==> src/rtl/csa_tree_pkg.sv <==
package csa_tree_pkg;

  localparam int MAX_OPS   = 32;
  localparam int MAX_NODES = 3 * MAX_OPS;

  typedef enum int {Q_COUNT, Q_DEPTH, Q_SRC, Q_FINAL} sched_query_e;

  // Walk the depth-aware schedule for n_ops operands.
  // Node ids: inputs 0..n_ops-1, compressor k -> sum n_ops+2k, carry n_ops+2k+1.
  function automatic int sched_walk(int n_ops, sched_query_e q, int fa_idx, int slot);
    int ops   [MAX_OPS];
    int rdy   [MAX_OPS];
    int wait_l[MAX_OPS];
    int nxt   [MAX_OPS];
    int dep   [MAX_NODES];
    int n_cur, n_rdy, n_wait, n_nxt, n_fa, res, used, d, sid;
    res = -1;
    n_fa = 0;
    for (int i = 0; i < MAX_NODES; i++) dep[i] = 0;
    for (int i = 0; i < MAX_OPS; i++) begin
      ops[i] = (i < n_ops) ? i : 0;
      rdy[i] = 0; wait_l[i] = 0; nxt[i] = 0;
    end
    n_cur = n_ops;
    for (int lvl = 0; (n_cur > 2) && (lvl < 2 * MAX_OPS); lvl++) begin
      n_rdy = 0;
      n_wait = 0;
      for (int i = 0; i < n_cur; i++) begin
        if (dep[ops[i]] <= lvl) begin
          rdy[n_rdy] = ops[i];
          n_rdy = n_rdy + 1;
        end else begin
          wait_l[n_wait] = ops[i];
          n_wait = n_wait + 1;
        end
      end
      if (n_rdy >= 3) begin
        n_nxt = 0;
        used = 0;
        for (int t = 0; 3 * t + 2 < n_rdy; t++) begin
          d = dep[rdy[3*t]];
          if (dep[rdy[3*t+1]] > d) d = dep[rdy[3*t+1]];
          if (dep[rdy[3*t+2]] > d) d = dep[rdy[3*t+2]];
          sid = n_ops + 2 * n_fa;
          if (q == Q_SRC && fa_idx == n_fa) res = rdy[3*t + slot];
          dep[sid]     = d + 1;
          dep[sid + 1] = d + 1;
          nxt[n_nxt]     = sid;
          nxt[n_nxt + 1] = sid + 1;
          n_nxt = n_nxt + 2;
          n_fa  = n_fa + 1;
          used  = 3 * t + 3;
        end
        for (int t = used; t < n_rdy; t++) begin
          nxt[n_nxt] = rdy[t];
          n_nxt = n_nxt + 1;
        end
        for (int t = 0; t < n_wait; t++) begin
          nxt[n_nxt] = wait_l[t];
          n_nxt = n_nxt + 1;
        end
        for (int t = 0; t < n_nxt; t++) ops[t] = nxt[t];
        n_cur = n_nxt;
      end
    end
    case (q)
      Q_COUNT: res = n_fa;
      Q_DEPTH: begin
        res = 0;
        if (n_cur >= 1) res = dep[ops[0]];
        if (n_cur >= 2 && dep[ops[1]] > res) res = dep[ops[1]];
      end
      Q_FINAL: res = (slot < n_cur) ? ops[slot] : -1;
      default: ;
    endcase
    return res;
  endfunction

  function automatic int fa_total(int n_ops);
    return sched_walk(n_ops, Q_COUNT, 0, 0);
  endfunction

  function automatic int tree_depth(int n_ops);
    return sched_walk(n_ops, Q_DEPTH, 0, 0);
  endfunction

  function automatic int fa_src(int n_ops, int k, int slot);
    return sched_walk(n_ops, Q_SRC, k, slot);
  endfunction

  function automatic int final_node(int n_ops, int slot);
    return sched_walk(n_ops, Q_FINAL, 0, slot);
  endfunction

endpackage

==> src/rtl/csa_compressor.sv <==
module csa_compressor #(
  parameter int WIDTH = 16
) (
  input  logic [WIDTH-1:0] in_x,
  input  logic [WIDTH-1:0] in_y,
  input  logic [WIDTH-1:0] in_z,
  output logic [WIDTH-1:0] sum_o,
  output logic [WIDTH-1:0] carry_o
);

  function automatic logic [WIDTH-1:0] vote3(logic [WIDTH-1:0] a, logic [WIDTH-1:0] b,
                                             logic [WIDTH-1:0] c);
    return (a & b) | (a & c) | (b & c);
  endfunction

  logic [WIDTH-1:0] maj_w;

  always_comb begin
    sum_o   = in_x ^ in_y ^ in_z;
    maj_w   = vote3(in_x, in_y, in_z);
    carry_o = {maj_w[WIDTH-2:0], 1'b0};
  end

  always_comb begin
    AST_CSA_CONSERVE: assert (WIDTH'(sum_o + carry_o) == WIDTH'(in_x + in_y + in_z))
      else $error("compressor pair does not conserve the modular sum");
  end

endmodule

==> src/rtl/csa_ripple_add.sv <==
module csa_ripple_add #(
  parameter int WIDTH = 16
) (
  input  logic [WIDTH-1:0] a_i,
  input  logic [WIDTH-1:0] b_i,
  output logic [WIDTH-1:0] sum_o
);

  logic [WIDTH-1:0] cin_w;

  assign cin_w[0] = 1'b0;

  for (genvar i = 0; i < WIDTH; i++) begin : g_bit
    assign sum_o[i] = a_i[i] ^ b_i[i] ^ cin_w[i];
    if (i < WIDTH - 1) begin : g_carry
      assign cin_w[i+1] = (a_i[i] & b_i[i]) | (cin_w[i] & (a_i[i] ^ b_i[i]));
    end
  end

  always_comb begin
    AST_CPA_MATCH: assert (sum_o == WIDTH'(a_i + b_i))
      else $error("final adder result differs from modular sum of pair");
  end

endmodule

==> src/rtl/csa_reduce_tree.sv <==
module csa_reduce_tree
  import csa_tree_pkg::*;
#(
  parameter int N_OPS  = 7,
  parameter int WIDTH  = 16,
  parameter int STAT_W = 8
) (
  input  logic [((N_OPS > 0) ? N_OPS : 1)*WIDTH-1:0] operands_i,
  output logic [WIDTH-1:0]                            pair_a_o,
  output logic [WIDTH-1:0]                            pair_b_o,
  output logic [WIDTH-1:0]                            total_o,
  output logic [STAT_W-1:0]                           depth_o,
  output logic [STAT_W-1:0]                           fa_count_o
);

  localparam int FA_NUM     = fa_total(N_OPS);
  localparam int DEPTH      = tree_depth(N_OPS);
  localparam int NODE_NUM   = N_OPS + 2 * FA_NUM;
  localparam int NODE_ALLOC = (NODE_NUM > 0) ? NODE_NUM : 1;
  localparam int FIN_A      = final_node(N_OPS, 0);
  localparam int FIN_B      = final_node(N_OPS, 1);

  logic [WIDTH-1:0] node_w [NODE_ALLOC];

  // Operand nodes
  if (N_OPS == 0) begin : g_empty
    assign node_w[0] = '0;
  end else begin : g_inputs
    for (genvar g = 0; g < N_OPS; g++) begin : g_in
      assign node_w[g] = operands_i[g*WIDTH +: WIDTH];
    end
  end

  // Compressor levels, wiring taken from the elaboration-time schedule
  for (genvar k = 0; k < FA_NUM; k++) begin : g_fa
    localparam int SRC_X = fa_src(N_OPS, k, 0);
    localparam int SRC_Y = fa_src(N_OPS, k, 1);
    localparam int SRC_Z = fa_src(N_OPS, k, 2);
    csa_compressor #(.WIDTH(WIDTH)) u_fa (
      .in_x    (node_w[SRC_X]),
      .in_y    (node_w[SRC_Y]),
      .in_z    (node_w[SRC_Z]),
      .sum_o   (node_w[N_OPS + 2*k]),
      .carry_o (node_w[N_OPS + 2*k + 1])
    );
  end

  // Final pair selection (degenerate sizes give zero vectors)
  if (FIN_A >= 0) begin : g_pa
    assign pair_a_o = node_w[FIN_A];
  end else begin : g_pa_zero
    assign pair_a_o = '0;
  end

  if (FIN_B >= 0) begin : g_pb
    assign pair_b_o = node_w[FIN_B];
  end else begin : g_pb_zero
    assign pair_b_o = '0;
  end

  csa_ripple_add #(.WIDTH(WIDTH)) u_cpa (
    .a_i   (pair_a_o),
    .b_i   (pair_b_o),
    .sum_o (total_o)
  );

  assign depth_o    = STAT_W'(DEPTH);
  assign fa_count_o = STAT_W'(FA_NUM);

  // Observation wires for the checks below
  logic [WIDTH-1:0] ref_total_w;
  logic             all_zero_w;

  always_comb begin
    ref_total_w = '0;
    for (int i = 0; i < N_OPS; i++) ref_total_w = WIDTH'(ref_total_w + operands_i[i*WIDTH +: WIDTH]);
    all_zero_w = (operands_i == '0);
  end

  always_comb begin
    AST_PAIR_TOTAL: assert (WIDTH'(pair_a_o + pair_b_o) == ref_total_w)
      else $error("reduced pair lost part of the operand sum");
    AST_SUM_TOTAL: assert (total_o == ref_total_w)
      else $error("final sum differs from modular operand sum");
    AST_ZERO_IN_ZERO_OUT: assert (!all_zero_w || (pair_a_o == '0 && pair_b_o == '0))
      else $error("zero operands produced a nonzero pair");
  end

endmodule

==> config.mk <==
export PLATFORM = sky130hd
export DESIGN_NAME = csa_reduce_tree
export DESIGN_NICKNAME = d
export VERILOG_FILES = /design/src/rtl/csa_tree_pkg.sv /design/src/rtl/csa_compressor.sv /design/src/rtl/csa_ripple_add.sv /design/src/rtl/csa_reduce_tree.sv
export SDC_FILE = /design/constraint.sdc
export NUM_CORES = 1
export LEC_CHECK = 0
export BUFFER_PORTS_ARGS = -buffer_cell sky130_fd_sc_hd__clkbuf_2
export CORE_ASPECT_RATIO = 2
export CORE_MARGIN = 2
export CORE_UTILIZATION = 39
export DETAILED_ROUTE_END_ITERATION = 10
export PLACE_DENSITY = 0.9
export SYNTH_ARGS = -nofsm -noshare
export SYNTH_HDL_FRONTEND = slang
export SYNTH_SLANG_ARGS = --single-unit
==> constraint.sdc <==
create_clock -name vclk -period 12.7
set_clock_uncertainty 0.1 [all_clocks]
set_input_delay 1.905 -clock vclk [all_inputs]
set_output_delay 1.905 -clock vclk [all_outputs]
set_load 0.005 [all_outputs]
==> impl_results.html, run 1 <==
<table>
<tr><th>Metric</th><th>Value</th></tr>
<tr><th colspan="2">Timing</th></tr>
<tr><td>Setup violations, final</td><td>0</td></tr>
<tr><td>Fmax</td><td>0.0810 GHz</td></tr>
<tr><td>Final Hold Vio Count</td><td>0</td></tr>
<tr><td>RSZ-0062 raised after global routing</td><td>false</td></tr>
<tr><td>Number of pins exceeding their max-slew limit in the final report</td><td>0</td></tr>
<tr><td>Ratio of final minimum period to clock period</td><td>0.972</td></tr>
<tr><td>Shortest period the worst path allows</td><td>12.34 ns</td></tr>
<tr><td>Hold slack</td><td>4.03 ns</td></tr>
<tr><th colspan="2">Power</th></tr>
<tr><td>Flop pwr share</td><td>0</td></tr>
<tr><td>Pwr per Cell Area</td><td>215 mW/mm²</td></tr>
<tr><td>Clock share of power</td><td>0</td></tr>
<tr><td>Power spent charging and discharging nets</td><td>0.339 mW</td></tr>
<tr><td>Standby leakage power</td><td>1.88 nW</td></tr>
<tr><td>Share of total power in combinational logic</td><td>1.000</td></tr>
<tr><td>Largest vdd supply drop</td><td>0.147 mV</td></tr>
<tr><td>Cell Int Power</td><td>0.333 mW</td></tr>
<tr><td>Fraction of power spent switching nets</td><td>0.505</td></tr>
<tr><th colspan="2">Worst setup path</th></tr>
<tr><td>Kind of capture point of the worst setup path</td><td>output port</td></tr>
<tr><td>Critical path type</td><td>input port to output port</td></tr>
<tr><td>Critical path arrival</td><td>10.34 ns</td></tr>
<tr><td>Worst Path Required</td><td>10.69 ns</td></tr>
<tr><td>Max Fanout on Critical Path</td><td>2</td></tr>
<tr><td>Setup crit start kind</td><td>input port</td></tr>
<tr><th colspan="2">Global routing</th></tr>
<tr><td>Via count of the first global-routing pass</td><td>2190</td></tr>
<tr><td>Initial antenna violation count</td><td>0</td></tr>
<tr><td>Total track usage</td><td>0.185</td></tr>
<tr><td>Pin count of the biggest net entering global routing</td><td>3</td></tr>
<tr><td>Wire length of the first global-routing pass</td><td>9140 µm</td></tr>
<tr><td>Overflow left after global routing</td><td>0</td></tr>
<tr><th colspan="2">Outcome</th></tr>
<tr><td>Status</td><td>complete, but fails checks</td></tr>
<tr><td>Violated checks</td><td>DRC</td></tr>
<tr><th colspan="2">Floorplan</th></tr>
<tr><td>Placement row count</td><td>39</td></tr>
<tr><td>Core area</td><td>0.00576 mm²</td></tr>
<tr><td>Die Y</td><td>113 µm</td></tr>
<tr><td>Die Area</td><td>0.00663 mm²</td></tr>
<tr><td>Io pins</td><td>176</td></tr>
<tr><td>Horizontal die dimension</td><td>58.6 µm</td></tr>
<tr><td>Initial standard-cell utilization of the core</td><td>0.404</td></tr>
<tr><th colspan="2">Synth</th></tr>
<tr><td>Total of warnings raised by yosys</td><td>0</td></tr>
<tr><td>Mean instance size in the synthesized netlist</td><td>11.4 µm²</td></tr>
<tr><td>Synth area leaders</td><td>sky130_fd_sc_hd__fa_1 (72%), sky130_fd_sc_hd__inv_1 (14%), sky130_fd_sc_hd__buf_4 (5.8%)</td></tr>
<tr><td>Gate count of the mapped netlist</td><td>203</td></tr>
<tr><td>Distinct cell type count of the synthesized netlist</td><td>9</td></tr>
<tr><td>Fraction of synthesized cell area taken by the top area cell type</td><td>0.724</td></tr>
<tr><td>Part of the Yosys area used for sequential elements</td><td>0</td></tr>
<tr><td>Yosys top cell by area</td><td>sky130_fd_sc_hd__fa_1</td></tr>
<tr><td>Mapped Area</td><td>0.00232 mm²</td></tr>
<tr><th colspan="2">Drt</th></tr>
<tr><td>Final ANT Viol Nets</td><td>0</td></tr>
<tr><td>Ratio of routed vias to standard cells</td><td>4.38</td></tr>
<tr><td>DR WL/cell</td><td>14.2 µm</td></tr>
<tr><td>Total length of routed wires</td><td>5980 µm</td></tr>
<tr><td>Count of unresolved DRC violations after routing</td><td>17</td></tr>
<tr><td>Detailed Route Iter0 Violations</td><td>43</td></tr>
<tr><td>Vias post-DR</td><td>1840</td></tr>
<tr><td>TritonRoute pass-1 iters</td><td>6</td></tr>
<tr><th colspan="2">Placement</th></tr>
<tr><td>Buffers added on ports</td><td>159</td></tr>
<tr><td>Final Wtd Congestion</td><td>0.798</td></tr>
<tr><td>Post-DP Area</td><td>0.00312 mm²</td></tr>
<tr><td>HPWL after DPL</td><td>6100 µm</td></tr>
<tr><th colspan="2">Final layout</th></tr>
<tr><td>FF+latch area</td><td>0 µm²</td></tr>
<tr><td>Layout cells sized above 1</td><td>0.462</td></tr>
<tr><td>FILL cells</td><td>488</td></tr>
<tr><td>Area Growth Syn to Fin</td><td>34.8%</td></tr>
<tr><td>Final layout net count</td><td>561</td></tr>
<tr><td>Area of all placed cells without fillers</td><td>0.00313 mm²</td></tr>
<tr><td>Number of sequential cells</td><td>0</td></tr>
<tr><td>Clkbuf count</td><td>0</td></tr>
<tr><td>Number of diodes added for antenna fixing</td><td>0</td></tr>
<tr><th colspan="2">Clocking</th></tr>
<tr><td>Post-CTS Repair Setup Buffers</td><td>0</td></tr>
<tr><td>Hold-fix buffer count after cts</td><td>0</td></tr>
<tr><th colspan="2">Run</th></tr>
<tr><td>Maximum capacitance violations</td><td>0</td></tr>
<tr><th colspan="2">Min path</th></tr>
<tr><td>Class of the worst hold path</td><td>input port to output port</td></tr>
</table>
==> worst max-delay path, cell delays in order <==
cell                       delay, ns
sky130_fd_sc_hd__clkbuf_2       0.09
sky130_fd_sc_hd__fa_1           0.53
sky130_fd_sc_hd__inv_1          0.06
sky130_fd_sc_hd__fa_1           0.57
sky130_fd_sc_hd__fa_1           0.44
sky130_fd_sc_hd__fa_1           0.49
sky130_fd_sc_hd__inv_1          0.06
sky130_fd_sc_hd__fa_1           0.46
sky130_fd_sc_hd__fa_2           0.41
sky130_fd_sc_hd__fa_2           0.40
sky130_fd_sc_hd__fa_1           0.46
sky130_fd_sc_hd__fa_1           0.46
sky130_fd_sc_hd__fa_1           0.46
sky130_fd_sc_hd__fa_2           0.41
sky130_fd_sc_hd__fa_1           0.46
sky130_fd_sc_hd__fa_2           0.41
sky130_fd_sc_hd__fa_1           0.47
sky130_fd_sc_hd__fa_2           0.42
sky130_fd_sc_hd__fa_2           0.42
sky130_fd_sc_hd__fa_1           0.44
sky130_fd_sc_hd__xor2_1         0.17
sky130_fd_sc_hd__xnor3_1        0.23
sky130_fd_sc_hd__clkbuf_2       0.12
==> what timing repair did <==
action	4_1_cts	5_1_grt
endpoints found under the setup margin	1	1
resized for setup	2	4
pin swaps	0	1
==> final timing paths <==
check / from / to / slack [ns] / cells after the start
max: operands_i[50] / total_o[15] / 0.36 / 23
min: operands_i[96] / pair_a_o[0] / 4.03 / 3
==> Yosys cell counts <==
cell,instances
sky130_fd_sc_hd__buf_4,18
sky130_fd_sc_hd__ha_1,4
sky130_fd_sc_hd__conb_1,2
sky130_fd_sc_hd__inv_1,85
sky130_fd_sc_hd__xor2_1,1
sky130_fd_sc_hd__xnor3_2,1
sky130_fd_sc_hd__xnor3_1,2
sky130_fd_sc_hd__xnor2_1,6
sky130_fd_sc_hd__fa_1,84
==> metal layers <==
layer / share of wire / up-vias / track usage
li1: - / 807 / -
met1: 0.24 / 864 / 0.138
met2: 0.58 / 159 / 0.399
met3: 0.14 / 10 / 0.0549
met4: 0.033 / 0 / 0.0485
met5: 0 / - / 0
==> cells in the final DEF, fill, tap and decap left out <==
| cell | instances |
|---|---|
| sky130_fd_sc_hd__clkbuf_2 | 159 |
| sky130_fd_sc_hd__conb_1 | 17 |
| sky130_fd_sc_hd__fa_1 | 78 |
| sky130_fd_sc_hd__fa_2 | 6 |
| sky130_fd_sc_hd__ha_1 | 4 |
| sky130_fd_sc_hd__inv_1 | 85 |
| sky130_fd_sc_hd__xnor2_1 | 6 |
| sky130_fd_sc_hd__xnor3_1 | 2 |
| sky130_fd_sc_hd__xnor3_2 | 1 |
| sky130_fd_sc_hd__xor2_1 | 1 |
==> through the flow <==
stage          total power, mW  std cells  TNS, ns  worst slack (ns)  utilization
2_1_floorplan            0.379        218        0             0.447            -
5_1_grt                  0.770        420        0            0.0479        0.544
4_1_cts                  0.690        420        0            0.0558        0.542
6_report                 0.672        420        0             0.359        0.544
3_3_place_gp             0.662        420        0             0.110        0.541
3_5_place_dp             0.681        420  -0.0634           -0.0634        0.541
==> cell families after synthesis <==
kind of cell	share of synthesized area
buf+inv	0.195
fa+ha+maj	0.745
xor+xnor	0.0560
other cells	0.00323
==> area by class of cell <==
| class | count | area, µm² | share of cell area |
|---|---|---|---|
| Multi-Input combinational cell | 115 | 1940 | 0.620 |
| Timing Repair Buffer | 159 | 796 | 0.254 |
| Inverter | 85 | 319 | 0.102 |
| Tap cell | 61 | 76.3 | 0.0244 |
==> power by group through the flow <==
stage | combinational, mW | clock, mW | sequential, mW
after floorplan | 0.379 | 0 | 0
after global placement | 0.662 | 0 | 0
after detailed placement | 0.681 | 0 | 0
after CTS | 0.690 | 0 | 0
after global routing | 0.770 | 0 | 0
final | 0.672 | 0 | 0
Power figures use the tool's default switching activity.
==> run 2, diff against run 1 <==
Settings changed: CORE_MARGIN 2 to unset, CORE_UTILIZATION 39 to 37, PLACE_DENSITY 0.9 to 0.88, SYNTH_HIERARCHICAL set to 1, TNS_END_PERCENT set to 30.
==> run 2 against run 1 <==
  * The flow now finishes without violations
  * Die area down 7.8%
  * Combinational power is 1% higher
  * Non-clock buffer count is the same
  * Setup slack better by 0.45 ns
  * Worst hold slack improved by 0.050 ns
  * First-iteration DRC count shrank 86%
  * Flip-flop and latch count unchanged
  * Cell area shrank 7.2%
  * Clock-buffer cell count unchanged
  * Via count shrank 14%
  * Final cell count is 19% lower
  * Critical endpoint unchanged
  * Largest power group unchanged
==> impl_results.html, run 2 <==
<table>
<tr><th>Metric</th><th>Value</th></tr>
<tr><th colspan="2">Power</th></tr>
<tr><td>Standby leakage power</td><td>1.50 nW</td></tr>
<tr><td>Pwr per Cell Area</td><td>234 mW/mm²</td></tr>
<tr><td>Largest vdd supply drop</td><td>0.206 mV</td></tr>
<tr><td>Overall power after layout</td><td>0.680 mW</td></tr>
<tr><th colspan="2">Drt</th></tr>
<tr><td>DR WL/cell</td><td>15.1 µm</td></tr>
<tr><td>Count of unresolved DRC violations after routing</td><td>0</td></tr>
<tr><td>TritonRoute pass-1 iters</td><td>2</td></tr>
<tr><td>Total length of routed wires</td><td>5140 µm</td></tr>
<tr><td>Vias post-DR</td><td>1576</td></tr>
<tr><td>Detailed Route Iter0 Violations</td><td>6</td></tr>
<tr><td>Final ANT Viol Nets</td><td>0</td></tr>
<tr><td>Ratio of routed vias to standard cells</td><td>4.62</td></tr>
<tr><th colspan="2">Timing</th></tr>
<tr><td>Setup violations, final</td><td>0</td></tr>
<tr><td>Hold slack</td><td>4.08 ns</td></tr>
<tr><td>RSZ-0062 raised after global routing</td><td>false</td></tr>
<tr><td>Number of pins exceeding their max-slew limit in the final report</td><td>0</td></tr>
<tr><td>Ratio of final minimum period to clock period</td><td>0.936</td></tr>
<tr><td>Final Hold Vio Count</td><td>0</td></tr>
<tr><td>Fmax</td><td>0.0841 GHz</td></tr>
<tr><td>Shortest period the worst path allows</td><td>11.89 ns</td></tr>
<tr><td>Setup total negative slack</td><td>0 ns</td></tr>
<tr><th colspan="2">Synth</th></tr>
<tr><td>Gate count of the mapped netlist</td><td>129</td></tr>
<tr><td>Yosys top cell by area</td><td>sky130_fd_sc_hd__fa_1</td></tr>
<tr><td>Mean instance size in the synthesized netlist</td><td>16.6 µm²</td></tr>
<tr><td>Most repeated cell in the gate-level netlist after synthesis</td><td>sky130_fd_sc_hd__fa_1</td></tr>
<tr><td>Part of the Yosys area used for sequential elements</td><td>0</td></tr>
<tr><td>Distinct cell type count of the synthesized netlist</td><td>6</td></tr>
<tr><td>Mapped Area</td><td>0.00214 mm²</td></tr>
<tr><td>Total of warnings raised by yosys</td><td>6</td></tr>
<tr><td>Top cells by instance count after synthesis</td><td>sky130_fd_sc_hd__fa_1 (89), sky130_fd_sc_hd__buf_4 (21), sky130_fd_sc_hd__conb_1 (7), sky130_fd_sc_hd__xor3_1 (6), sky130_fd_sc_hd__inv_1 (5)</td></tr>
<tr><td>Synth area leaders</td><td>sky130_fd_sc_hd__fa_1 (83%), sky130_fd_sc_hd__buf_4 (7.4%), sky130_fd_sc_hd__xor3_1 (6.7%)</td></tr>
<tr><td>Fraction of synthesized cell area taken by the top area cell type</td><td>0.833</td></tr>
<tr><th colspan="2">Worst setup path</th></tr>
<tr><td>Path length in cells of the critical path</td><td>23</td></tr>
<tr><td>CP max-delay cell</td><td>sky130_fd_sc_hd__fa_1</td></tr>
<tr><td>Max Fanout on Critical Path</td><td>2</td></tr>
<tr><td>Worst Path Required</td><td>10.69 ns</td></tr>
<tr><td>Timing endpoint of the critical path</td><td>total_o[15]</td></tr>
<tr><td>Cell family contributing the most delay on the critical path</td><td>adder cells</td></tr>
<tr><td>Launching element of the worst setup path</td><td>operands_i[1]</td></tr>
<tr><td>Setup crit start kind</td><td>input port</td></tr>
<tr><td>List of cells traversed by the critical path</td><td>clkbuf_2, fa_1, fa_1, fa_1, fa_1, inv_1, fa_1, inv_1, fa_1, fa_1, fa_1, fa_1, fa_1, fa_1, fa_1, fa_1, fa_1, fa_1, fa_1, fa_1, fa_1, xor3_1, clkbuf_2</td></tr>
<tr><td>Kind of capture point of the worst setup path</td><td>output port</td></tr>
<tr><td>Most used cell, CP</td><td>sky130_fd_sc_hd__fa_1</td></tr>
<tr><td>CP peak stage delay</td><td>0.55 ns</td></tr>
<tr><td>Critical path type</td><td>input port to output port</td></tr>
<tr><td>Count of buffer and inverter cells on the critical path</td><td>4</td></tr>
<tr><td>Critical path arrival</td><td>9.88 ns</td></tr>
<tr><th colspan="2">Clocking</th></tr>
<tr><td>Hold-fix buffer count after cts</td><td>0</td></tr>
<tr><td>Post-CTS Repair Setup Buffers</td><td>0</td></tr>
<tr><td>Post-cts resize count</td><td>0</td></tr>
<tr><th colspan="2">Final layout</th></tr>
<tr><td>Clkbuf count</td><td>0</td></tr>
<tr><td>FILL cells</td><td>472</td></tr>
<tr><td>Number of sequential cells</td><td>0</td></tr>
<tr><td>Layout cells sized above 1</td><td>0.566</td></tr>
<tr><td>Number of diodes added for antenna fixing</td><td>0</td></tr>
<tr><td>FF+latch area</td><td>0 µm²</td></tr>
<tr><td>Most common cell after layout, fill and taps aside</td><td>sky130_fd_sc_hd__clkbuf_2</td></tr>
<tr><td>Final layout net count</td><td>485</td></tr>
<tr><td>Commonest cells after routing, fill and taps aside</td><td>sky130_fd_sc_hd__clkbuf_2 (159), sky130_fd_sc_hd__fa_1 (89), sky130_fd_sc_hd__conb_1 (21), sky130_fd_sc_hd__xor3_1 (6), sky130_fd_sc_hd__inv_1 (5)</td></tr>
<tr><td>Multi-input gate area in the final layout</td><td>0.00202 mm²</td></tr>
<tr><td>Area Growth Syn to Fin</td><td>35.8%</td></tr>
<tr><th colspan="2">Run</th></tr>
<tr><td>Maximum capacitance violations</td><td>0</td></tr>
<tr><th colspan="2">Min path</th></tr>
<tr><td>Class of the worst hold path</td><td>input port to output port</td></tr>
<tr><th colspan="2">Floorplan</th></tr>
<tr><td>Core area</td><td>0.00552 mm²</td></tr>
<tr><td>Io pins</td><td>176</td></tr>
<tr><td>Placement row count</td><td>38</td></tr>
<tr><td>Die Y</td><td>110 µm</td></tr>
<tr><td>Die Area</td><td>0.00611 mm²</td></tr>
<tr><td>Initial standard-cell utilization of the core</td><td>0.388</td></tr>
<tr><td>Horizontal die dimension</td><td>55.8 µm</td></tr>
<tr><th colspan="2">Global routing</th></tr>
<tr><td>Overflow left after global routing</td><td>0</td></tr>
<tr><td>Pin count of the biggest net entering global routing</td><td>3</td></tr>
<tr><td>Via count of the first global-routing pass</td><td>2022</td></tr>
<tr><td>Initial antenna violation count</td><td>0</td></tr>
<tr><td>Wire length of the first global-routing pass</td><td>8540 µm</td></tr>
<tr><td>Total track usage</td><td>0.183</td></tr>
<tr><th colspan="2">Placement</th></tr>
<tr><td>Final Wtd Congestion</td><td>0.808</td></tr>
<tr><td>HPWL after DPL</td><td>5220 µm</td></tr>
<tr><td>Buffers added on ports</td><td>159</td></tr>
<tr><th colspan="2">Outcome</th></tr>
<tr><td>Status</td><td>finished clean</td></tr>
</table>
## run 2: logic make-up (layout without fill, tap and decap cells)
| logic type | count (synthesis) | in the layout | synth area share |
|---|---|---|---|
| XOR/XNOR | 6 | 6 | 0.0667 |
| adder cells (fa/ha/maj) | 90 | 90 | 0.839 |
| buffers and inverters | 26 | 164 | 0.0825 |
| other | 7 | 21 | 0.0123 |
## run 2: how the worst min path moves through the flow
| stage | from | endpoint | slack (ns) | depth (start not counted) |
|---|---|---|---|---|
| CTS | operands_i[97] | pair_a_o[1] | 4.08 | 3 |
| global route | operands_i[96] | pair_b_o[1] | 4.11 | 3 |
| global placement | operands_i[97] | pair_a_o[1] | 4.07 | 3 |
| finish | operands_i[96] | pair_a_o[0] | 4.08 | 3 |
| detailed placement | operands_i[96] | pair_a_o[0] | 4.09 | 3 |
| floorplan | operands_i[97] | pair_a_o[1] | 3.88 | 1 |
## run 2: area by class of cell
type | count | share of cell area
Multi-Input combinational cell | 117 | 0.694
Tap cell | 60 | 0.0258
Timing Repair Buffer | 159 | 0.274
Inverter | 5 | 0.00646
## run 2: metal layers
layer,vias to the layer above,routed length (µm),share of wire,GRT usage
met2,139,3160,0.61,0.405
met5,-,0,0,0
met1,774,1300,0.25,0.149
met4,0,191,0.037,0.0607
met3,16,499,0.097,0.0341
li1,647,-,-,-
## run 2: where the power goes
part / switching [mW] / leakage [nW] / internal (mW)
Sequential: 0 / 0 / 0
Combinational: 0.333 / 1.50 / 0.348
Clock: 0 / 0 / 0
## run 2: stage by stage
stage	instance area [µm²]	util	cells	setup slack (ns)
after floorplan	2190	-	143	1.34
after detailed placement	2910	0.527	341	0.794
after CTS	2910	0.527	341	0.793
after global routing	2910	0.527	341	0.499
final	2910	0.527	341	0.810
after global placement	2910	0.527	341	0.964
## run 2: tightest hold or removal path, delay by kind of cell
kind / cells / cell delay [ns]
adder cells (fa/ha/maj): 1 / 0.17
buffers and inverters: 2 / 0.21
==> run 3, diff against run 2 <==
Settings changed: RECOVER_POWER set to 50.
==> run 3 against run 2 <==
  * Utilization down 0.45 points
  * Cell area down 0.86%
  * Critical path depth unchanged
  * Die area unchanged
  * Clock-buffer cell count unchanged
  * Worst hold slack about the same
  * Critical endpoint unchanged
  * Highest routed layer unchanged
==> impl_results.html, run 3 (synthesized netlist as in run 2, its figures left out) <==
<table>
<tr><th>Metric</th><th>Value</th></tr>
<tr><th colspan="2">Outcome</th></tr>
<tr><td>Status</td><td>finished clean</td></tr>
<tr><th colspan="2">Drt</th></tr>
<tr><td>Final ANT Viol Nets</td><td>0</td></tr>
<tr><td>Ratio of routed vias to standard cells</td><td>4.62</td></tr>
<tr><td>TritonRoute pass-1 iters</td><td>2</td></tr>
<tr><td>Detailed Route Iter0 Violations</td><td>6</td></tr>
<tr><td>DR WL/cell</td><td>15.1 µm</td></tr>
<tr><td>Count of unresolved DRC violations after routing</td><td>0</td></tr>
<tr><td>Total length of routed wires</td><td>5140 µm</td></tr>
<tr><td>Vias post-DR</td><td>1576</td></tr>
<tr><th colspan="2">Clocking</th></tr>
<tr><td>Post-cts resize count</td><td>0</td></tr>
<tr><td>Post-CTS Repair Setup Buffers</td><td>0</td></tr>
<tr><td>Hold-fix buffer count after cts</td><td>0</td></tr>
<tr><th colspan="2">Final layout</th></tr>
<tr><td>Number of sequential cells</td><td>0</td></tr>
<tr><td>FILL cells</td><td>482</td></tr>
<tr><td>FF+latch area</td><td>0 µm²</td></tr>
<tr><td>Final layout net count</td><td>485</td></tr>
<tr><td>Layout cells sized above 1</td><td>0.495</td></tr>
<tr><td>Final standard cell utilization of the core</td><td>0.522</td></tr>
<tr><td>Commonest cells after routing, fill and taps aside</td><td>sky130_fd_sc_hd__clkbuf_2 (139), sky130_fd_sc_hd__fa_1 (89), sky130_fd_sc_hd__conb_1 (21), sky130_fd_sc_hd__clkbuf_1 (20), sky130_fd_sc_hd__xor3_1 (6)</td></tr>
<tr><td>Multi-input gate area in the final layout</td><td>0.00202 mm²</td></tr>
<tr><td>Most common cell after layout, fill and taps aside</td><td>sky130_fd_sc_hd__clkbuf_2</td></tr>
<tr><td>Number of diodes added for antenna fixing</td><td>0</td></tr>
<tr><td>Area Growth Syn to Fin</td><td>34.6%</td></tr>
<tr><td>Clkbuf count</td><td>0</td></tr>
<tr><th colspan="2">Worst setup path</th></tr>
<tr><td>Setup crit start kind</td><td>input port</td></tr>
<tr><td>Max Fanout on Critical Path</td><td>2</td></tr>
<tr><td>Critical path arrival</td><td>9.89 ns</td></tr>
<tr><td>Critical path type</td><td>input port to output port</td></tr>
<tr><td>Launching element of the worst setup path</td><td>operands_i[1]</td></tr>
<tr><td>Kind of capture point of the worst setup path</td><td>output port</td></tr>
<tr><td>Worst Path Required</td><td>10.69 ns</td></tr>
<tr><td>Timing endpoint of the critical path</td><td>total_o[15]</td></tr>
<tr><th colspan="2">Floorplan</th></tr>
<tr><td>Die Area</td><td>0.00611 mm²</td></tr>
<tr><td>Io pins</td><td>176</td></tr>
<tr><td>Core area</td><td>0.00552 mm²</td></tr>
<tr><td>Die Y</td><td>110 µm</td></tr>
<tr><td>Horizontal die dimension</td><td>55.8 µm</td></tr>
<tr><td>Initial standard-cell utilization of the core</td><td>0.388</td></tr>
<tr><td>Placement row count</td><td>38</td></tr>
<tr><th colspan="2">Placement</th></tr>
<tr><td>Buffers added on ports</td><td>159</td></tr>
<tr><td>Final Wtd Congestion</td><td>0.808</td></tr>
<tr><td>HPWL after DPL</td><td>5220 µm</td></tr>
<tr><th colspan="2">Timing</th></tr>
<tr><td>Final Hold Vio Count</td><td>0</td></tr>
<tr><td>Fmax</td><td>0.0841 GHz</td></tr>
<tr><td>RSZ-0062 raised after global routing</td><td>false</td></tr>
<tr><td>Number of pins exceeding their max-slew limit in the final report</td><td>0</td></tr>
<tr><td>Shortest period the worst path allows</td><td>11.89 ns</td></tr>
<tr><td>Hold slack</td><td>4.08 ns</td></tr>
<tr><td>Ratio of final minimum period to clock period</td><td>0.936</td></tr>
<tr><td>Setup violations, final</td><td>0</td></tr>
<tr><td>Setup total negative slack</td><td>0 ns</td></tr>
<tr><th colspan="2">Global routing</th></tr>
<tr><td>Total track usage</td><td>0.183</td></tr>
<tr><td>Wire length of the first global-routing pass</td><td>8540 µm</td></tr>
<tr><td>Overflow left after global routing</td><td>0</td></tr>
<tr><td>Via count of the first global-routing pass</td><td>2022</td></tr>
<tr><td>Initial antenna violation count</td><td>0</td></tr>
<tr><td>Pin count of the biggest net entering global routing</td><td>3</td></tr>
<tr><th colspan="2">Power</th></tr>
<tr><td>Standby leakage power</td><td>1.44 nW</td></tr>
<tr><td>Pwr per Cell Area</td><td>234 mW/mm²</td></tr>
<tr><td>Largest vdd supply drop</td><td>0.206 mV</td></tr>
<tr><th colspan="2">Min path</th></tr>
<tr><td>Class of the worst hold path</td><td>input port to output port</td></tr>
<tr><th colspan="2">Run</th></tr>
<tr><td>Maximum capacitance violations</td><td>0</td></tr>
</table>
run 3: power breakdown:
part           switching [mW]  internal (mW)
clock                       0              0
sequential                  0              0
combinational           0.333          0.343
run 3: final cells by class:
class / instances / area share
inverter: 5 / 0.00652
multi-input combinational: 117 / 0.700
tap: 60 / 0.0261
timing repair buffer: 159 / 0.268
run 3: through the flow:
| stage | worst slack [ns] | instances | instance area, µm² | power (mW) |
|---|---|---|---|---|
| floorplan | 1.34 | 143 | 2190 | 0.401 |
| global placement | 0.964 | 341 | 2910 | 0.668 |
| detailed placement | 0.794 | 341 | 2910 | 0.692 |
| CTS | 0.793 | 341 | 2910 | 0.698 |
| global route | 0.490 | 341 | 2880 | 0.769 |
| finish | 0.809 | 341 | 2880 | 0.675 |
run 3: worst min-delay path by stage:
stage / start / end / slack (ns) / cells after the start
final: operands_i[96] / pair_a_o[0] / 4.08 / 3
after global routing: operands_i[97] / pair_a_o[1] / 4.11 / 3
after CTS: operands_i[97] / pair_a_o[1] / 4.08 / 3
after detailed placement: operands_i[96] / pair_a_o[0] / 4.09 / 3
after global placement: operands_i[97] / pair_a_o[1] / 4.07 / 3
after floorplan: operands_i[97] / pair_a_o[1] / 3.88 / 1
run 3: per-layer routing:
metal | wire (µm) | GRT usage
met1 | 1290 | 0.149
met3 | 501 | 0.0341
met5 | 0 | 0
met2 | 3160 | 0.405
met4 | 193 | 0.0607
run 3: critical path, stage by stage:
cell and delay, ns:
sky130_fd_sc_hd__clkbuf_1 0.09, sky130_fd_sc_hd__fa_1 0.52, sky130_fd_sc_hd__fa_1 0.55, sky130_fd_sc_hd__fa_1 0.53, sky130_fd_sc_hd__fa_1 0.51, sky130_fd_sc_hd__inv_1 0.11
sky130_fd_sc_hd__fa_1 0.20, sky130_fd_sc_hd__inv_1 0.06, sky130_fd_sc_hd__fa_1 0.37, sky130_fd_sc_hd__fa_1 0.39, sky130_fd_sc_hd__fa_1 0.40, sky130_fd_sc_hd__fa_1 0.40
sky130_fd_sc_hd__fa_1 0.39, sky130_fd_sc_hd__fa_1 0.38, sky130_fd_sc_hd__fa_1 0.39, sky130_fd_sc_hd__fa_1 0.39, sky130_fd_sc_hd__fa_1 0.40, sky130_fd_sc_hd__fa_1 0.39
sky130_fd_sc_hd__fa_1 0.39, sky130_fd_sc_hd__fa_1 0.42, sky130_fd_sc_hd__fa_1 0.39, sky130_fd_sc_hd__xor3_1 0.19, sky130_fd_sc_hd__clkbuf_2 0.11
